==> config.mk <==
export PLATFORM = sky130hd
export DESIGN_NAME = fpcm_unit
export DESIGN_NICKNAME = d
export VERILOG_FILES = /design/src/rtl/fpcm_pkg.sv /design/src/rtl/fpcm_classify.sv /design/src/rtl/fpcm_order.sv /design/src/rtl/fpcm_pick.sv /design/src/rtl/fpcm_unit.sv
export SDC_FILE = /design/constraint.sdc
export NUM_CORES = 1
export LEC_CHECK = 0
export CAP_MARGIN = 30
export CORE_MARGIN = 4
export CORE_UTILIZATION = 42
export DETAILED_ROUTE_END_ITERATION = 8
export GPL_ROUTABILITY_DRIVEN = 0
export GPL_TIMING_DRIVEN = 1
export PLACE_DENSITY = 0.79
export SETUP_SLACK_MARGIN = 0.05
export SLEW_MARGIN = 25
export SYNTH_ARGS = -nofsm -noshare
export SYNTH_HDL_FRONTEND = slang
export SYNTH_SLANG_ARGS = --single-unit
==> constraint.sdc <==
create_clock -name clk -period 5.25 [get_ports clk]
set_input_delay 1.575 -clock clk [delete_from_list [all_inputs] [get_ports clk]]
set_output_delay 1.575 -clock clk [all_outputs]
set_load 0.05 [all_outputs]
==> src/rtl/fpcm_pkg.sv <==
package fpcm_pkg;

    localparam int DW       = 64;
    localparam int SW       = 32;
    localparam int SP_EXP_W = 8;
    localparam int SP_MAN_W = 23;
    localparam int DP_EXP_W = 11;
    localparam int DP_MAN_W = 52;
    localparam int MAG_W    = DW - 1;
    localparam int FLG_W    = 6;
    localparam int OP_W     = 3;

    localparam int FLG_INV  = 1;
    localparam int FLG_DBZ  = 2;
    localparam int FLG_OVF  = 3;
    localparam int FLG_UNF  = 4;
    localparam int FLG_INX  = 5;

    typedef enum logic [OP_W-1:0] {
        OP_EQ  = 3'd0,
        OP_GT  = 3'd1,
        OP_GE  = 3'd2,
        OP_MIN = 3'd3,
        OP_MAX = 3'd4
    } fpcm_op_e;

    typedef struct packed {
        logic             sign;
        logic             zero;
        logic             nan;
        logic             snan;
        logic [MAG_W-1:0] mag;
    } fpcm_class_t;

    typedef struct packed {
        logic             pred;
        logic [DW-1:0]    value;
        logic [FLG_W-1:0] flags;
    } fpcm_out_t;

    function automatic logic [DW-1:0] canon_nan(input logic dbl);
        return dbl ? {DW{1'b1}} : {{(DW-SW){1'b0}}, {SW{1'b1}}};
    endfunction

    function automatic logic [DW-1:0] fit_width(input logic [DW-1:0] v, input logic dbl);
        return dbl ? v : {{(DW-SW){1'b0}}, v[SW-1:0]};
    endfunction

endpackage

==> src/rtl/fpcm_classify.sv <==
module fpcm_classify
    import fpcm_pkg::*;
(
    input  logic [DW-1:0] val,
    input  logic          dbl,
    output fpcm_class_t   cls
);
    logic [DP_EXP_W-1:0] d_exp;
    logic [DP_MAN_W-1:0] d_man;
    logic [SP_EXP_W-1:0] s_exp;
    logic [SP_MAN_W-1:0] s_man;

    assign d_exp = val[DW-2 -: DP_EXP_W];
    assign d_man = val[DP_MAN_W-1:0];
    assign s_exp = val[SW-2 -: SP_EXP_W];
    assign s_man = val[SP_MAN_W-1:0];

    always_comb begin
        if (dbl) begin
            cls.sign = val[DW-1];
            cls.mag  = val[MAG_W-1:0];
            cls.nan  = (&d_exp) && (|d_man);
            cls.snan = cls.nan && !d_man[DP_MAN_W-1];
        end else begin
            cls.sign = val[SW-1];
            cls.mag  = {{(MAG_W-SW+1){1'b0}}, val[SW-2:0]};
            cls.nan  = (&s_exp) && (|s_man);
            cls.snan = cls.nan && !s_man[SP_MAN_W-1];
        end
        cls.zero = (cls.mag == '0);
    end
endmodule

==> src/rtl/fpcm_order.sv <==
module fpcm_order
    import fpcm_pkg::*;
(
    input  fpcm_class_t ca,
    input  fpcm_class_t cb,
    output logic        a_eq,
    output logic        a_gt,
    output logic        a_lt
);
    logic both_zero;
    logic mag_gt;
    logic mag_lt;

    assign both_zero = ca.zero && cb.zero;
    assign mag_gt    = ca.mag > cb.mag;
    assign mag_lt    = ca.mag < cb.mag;

    always_comb begin
        a_eq = both_zero || ((ca.sign == cb.sign) && (ca.mag == cb.mag));
        if (both_zero) begin
            a_gt = 1'b0;
            a_lt = 1'b0;
        end else if (ca.sign != cb.sign) begin
            a_gt = !ca.sign;
            a_lt = ca.sign;
        end else if (!ca.sign) begin
            a_gt = mag_gt;
            a_lt = mag_lt;
        end else begin
            a_gt = mag_lt;
            a_lt = mag_gt;
        end
    end
endmodule

==> src/rtl/fpcm_pick.sv <==
module fpcm_pick
    import fpcm_pkg::*;
(
    input  logic [OP_W-1:0] op,
    input  logic            dbl,
    input  logic [DW-1:0]   va,
    input  logic [DW-1:0]   vb,
    input  fpcm_class_t     ca,
    input  fpcm_class_t     cb,
    input  logic            a_eq,
    input  logic            a_gt,
    input  logic            a_lt,
    output fpcm_out_t       out
);
    logic          any_nan;
    logic          all_nan;
    logic          inv;
    logic [DW-1:0] fa;
    logic [DW-1:0] fb;
    logic          take_a_min;
    logic          take_a_max;

    assign any_nan    = ca.nan || cb.nan;
    assign all_nan    = ca.nan && cb.nan;
    assign inv        = dbl && (ca.snan || cb.snan);
    assign fa         = fit_width(va, dbl);
    assign fb         = fit_width(vb, dbl);
    assign take_a_min = a_lt || (a_eq && ca.sign);
    assign take_a_max = a_gt || (a_eq && !ca.sign);

    always_comb begin
        out = '0;
        case (fpcm_op_e'(op))
            OP_EQ: out.pred = !any_nan && a_eq;
            OP_GT: out.pred = !any_nan && a_gt;
            OP_GE: out.pred = !any_nan && (a_gt || a_eq);
            OP_MIN, OP_MAX: begin
                out.flags[FLG_INV] = inv;
                if (all_nan)      out.value = canon_nan(dbl);
                else if (ca.nan)  out.value = fb;
                else if (cb.nan)  out.value = fa;
                else if (fpcm_op_e'(op) == OP_MIN)
                    out.value = take_a_min ? fa : fb;
                else
                    out.value = take_a_max ? fa : fb;
            end
            default: out = '0;
        endcase
    end
endmodule

==> src/rtl/fpcm_unit.sv <==
module fpcm_unit
    import fpcm_pkg::*;
(
    input  logic             clk,
    input  logic             rst,
    input  logic             op_valid,
    input  logic [OP_W-1:0]  op_sel,
    input  logic             prec_dbl,
    input  logic [DW-1:0]    opa,
    input  logic [DW-1:0]    opb,
    input  logic             status_clr,
    output logic             res_valid,
    output logic             pred,
    output logic [DW-1:0]    result,
    output logic [FLG_W-1:0] flag_set,
    output logic [FLG_W-1:0] status
);
    logic [1:0][DW-1:0] opnd;
    fpcm_class_t        cls [2];
    logic               a_eq, a_gt, a_lt;
    fpcm_out_t          nxt;

    assign opnd[0] = opa;
    assign opnd[1] = opb;

    generate
        for (genvar k = 0; k < 2; k++) begin : g_cls
            fpcm_classify i_cls (
                .val (opnd[k]),
                .dbl (prec_dbl),
                .cls (cls[k])
            );
        end
    endgenerate

    fpcm_order i_order (
        .ca   (cls[0]),
        .cb   (cls[1]),
        .a_eq (a_eq),
        .a_gt (a_gt),
        .a_lt (a_lt)
    );

    fpcm_pick i_pick (
        .op   (op_sel),
        .dbl  (prec_dbl),
        .va   (opa),
        .vb   (opb),
        .ca   (cls[0]),
        .cb   (cls[1]),
        .a_eq (a_eq),
        .a_gt (a_gt),
        .a_lt (a_lt),
        .out  (nxt)
    );

    always_ff @(posedge clk) begin
        if (rst) begin
            res_valid <= 1'b0;
            pred      <= 1'b0;
            result    <= '0;
            flag_set  <= '0;
            status    <= '0;
        end else begin
            res_valid <= op_valid;
            flag_set  <= op_valid ? nxt.flags : '0;
            if (op_valid) begin
                pred   <= nxt.pred;
                result <= nxt.value;
            end
            status <= (status_clr ? '0 : status) | (op_valid ? nxt.flags : '0);
        end
    end
endmodule

==> qor.csv, run 1 <==
metric,value,unit
"Slew Viols, Final",0,
CTS root buffer,clkbuf_16,
post-route DRC violation count,0,
clock sink count,68,
"Avg Cell Area, Syn",7.618,µm²
xor/xnor cell area share of the yosys netlist,0.7389,%
filler instances,1222,
# nets final,1184,
gr ovfl total,0,
YS warnings,0,
CTS Hold Bufs,0,
Critical Path AT,5.12,ns
multi-input logic area,4203,µm²
leakage power,3.387,nW
routed length on met1,9.734,mm
worst-skew pair later-pin latency,0.34,ns
"CTS clk-pin slew, worst paths",0.05,ns
sequential cell area,1361,µm²
Synth Area in Simple Gates,29.36,%
vias in the first global route,6529,
Initial DRC Count,751,
Cells after Synth,778,
Num CTS Buffers,9,
first-pass GRT wire length,35.06,mm
Routed WL per cell,19.29,µm
DRT Pass-1 Iters,6,
"Cell Count, Final, Fillers Out",1170,
RSZ-0062 raised after global routing,false,
drt via density,5.877,
# setup viols final,0,
largest net degree at the start of global routing,57,
Max Root-Sink Buffers,2,
most frequent cells in the layout,"clkdlybuf4s50_1, nand2_1, a21oi_1, dfxtp_1, ha_1",
routed wl met2,9.855,mm
post-DP HPWL,17.65,mm
CTS resizes,0,
relative slew slack,36.73,%
setup_tns,0,ns
Core ar.,13830,µm²
H-tree depth,3,
final setup skew,0,ns
"commonest non-fill, non-tap cell in the layout",clkdlybuf4s50_1,
worst reg2reg path depth,3,
Max Cap Violations,0,
DRT Wirelength,22.56,mm
CP Class,in2reg,
Synth Cell Area,5927,µm²
Yosys top cell by area,dfxtp_1,
# rows,43,
Die X,126.8,µm
Hold Crit Depth,2,
Area Overhead vs Synth,44.21,%
largest family of logic cells by synthesized area,simple AND/OR/NAND/NOR gates,
Fin. Hold Viols,0,
status,finished clean,
register area share after synthesis,22.97,%
top-area cell type share of the netlist area,22.97,%
ys flop type,dfxtp_1,
synth top area cells,"dfxtp_1, ha_1, a21oi_1, nand2_1, nand2b_1",
PD cells,210.2,nW/µm²
mux cell area share after synthesis,0.4011,%
Die ar.,16080,µm²
Synth cell types,60,
Die H,126.8,µm
Max Clk Rate,0.2044,GHz
Cells after DPL,1156,
Post-synth EDFFs,0,
VDD IR max,0.1474,mV
Post-CTS Setup Inserts,0,
Crit. End Element,flip-flop,
WL met3,2.265,mm
global-route usage over all layers,27.12,%
CP Launch Type,primary input,
R2R Setup Slk,4.12,ns
fraction of the cycle the final worst path needs,93.20,%
Post-Synth Adder-Cell Area,12.88,%
#FFs+latches synth,68,
Post-synth ARST share,0,%
Inserted Diodes,0,
Post-DRT Antenna Nets,0,
routed vias,6876,
I/O pins,214,
worst hold path class,reg2reg,
IO buf count,203,
fin crit period,4.893,ns
Worst Path Required,5.47,ns
Compound-Gate Fraction of Synth Area,26.89,%
top sig layer,met4,
Least-Margin Pin Slew,0.9491,ns
share of cells above drive strength 1,8.990,%
Starting Density,42.86,%
CTS tree,yes,
crit path max fanout,28,
initial antenna violation count,0,
-- cells by family (layout without fill, tap and decap cells) --
| kind of cell | Yosys count | in the layout |
|---|---|---|
| simple gates | 331 | 331 |
| fa+ha+maj | 61 | 61 |
| buf+inv | 86 | 289 |
| other cells | 1 | 10 |
| compound gates | 224 | 224 |
| flops | 68 | 68 |
| mux | 2 | 2 |
| xor+xnor | 5 | 5 |
-- final timing paths --
path	endpoint	start
worst min register to register	pred	pred
worst max register to register	result[30]	result[30]
worst min-delay path	pred	pred
worst max-delay path	result[50]	opa[55]
-- sequential cells by signal, summed over array words and instances (netlist names) --
register and flops:
flag_set 1, pred 1, res_valid 1, result 64, status 1
-- critical path, cell delays in order --
cell,delay [ns]
clkdlybuf4s50_1,0.51
and2_1,0.22
ha_1,0.33
nand3_1,0.11
or4_1,0.17
a21oi_1,0.07
nor4_1,0.30
nand4_1,0.29
or4_1,0.64
a21oi_1,0.27
nor2_2,0.08
buf_12,0.20
a221oi_1,0.35
-- metrics by stage --
step | utilization [%] | hold slack, ns | setup slack [ns] | cell area [µm²] | power [mW]
2_1_floorplan | - | 0.6735 | 0.2217 | 5961 | 0.9201
3_3_place_gp | 59.79 | 0.4338 | 0.07674 | 8267 | 1.190
3_5_place_dp | 59.79 | 0.4505 | 0.1125 | 8267 | 1.198
4_1_cts | 61.81 | 0.4635 | 0.4136 | 8547 | 1.795
5_1_grt | 61.81 | 0.4908 | 0.1496 | 8547 | 1.876
6_report | 61.81 | 0.4640 | 0.3571 | 8547 | 1.796
-- cell usage after synthesis (7+ instances only) --
| cell type | count |
|---|---|
| a21boi_0 | 12 |
| a21oi_1 | 96 |
| a221oi_1 | 10 |
| a221oi_2 | 11 |
| a32oi_1 | 10 |
| and2_1 | 31 |
| buf_4 | 17 |
| clkbuf_1 | 27 |
| dfxtp_1 | 68 |
| ha_1 | 61 |
| inv_1 | 38 |
| nand2_1 | 116 |
| nand2b_1 | 34 |
| nand3_1 | 13 |
| nand4_1 | 27 |
| nor2_1 | 16 |
| nor2b_1 | 22 |
| nor3_1 | 13 |
| nor4_1 | 31 |
| o21ai_0 | 15 |
| o221ai_1 | 7 |
| o22ai_1 | 23 |
| or2_2 | 8 |
| or4_1 | 7 |
-- layout make-up --
cell class / instances / share of cell area, %
timing repair buffer: 237 / 27.32
multi-input combinational: 633 / 49.17
clock inverter: 5 / 0.6441
clock buffer: 9 / 2.635
inverter: 38 / 1.669
sequential: 68 / 15.93
tap: 180 / 2.635
-- where the power goes --
group	switching (mW)	internal (mW)
logic	0.375	0.273
registers	0.0126	0.539
clock network	0.237	0.360
total	0.625	1.17
-- per-layer routing --
layer  vias to the layer above  global-route usage (%)
met5                         -                       0
met4                         0                   10.79
met3                        63                   5.516
met2                       364                   40.66
met1                      3156                   38.04
li1                       3293                       -
Power figures use the tool's default switching activity.
==> run 2: changes to the inputs <==
--- a/config.mk
+++ b/config.mk
@@ -8,6 +8,7 @@
 export CAP_MARGIN = 30
 export CORE_MARGIN = 4
 export CORE_UTILIZATION = 42
+export CTS_CLUSTER_SIZE = 10
 export DETAILED_ROUTE_END_ITERATION = 8
 export GPL_ROUTABILITY_DRIVEN = 0
 export GPL_TIMING_DRIVEN = 1
==> results of run 2 <==
The final DEF is identical to that of run 1; final timing and power are the same.
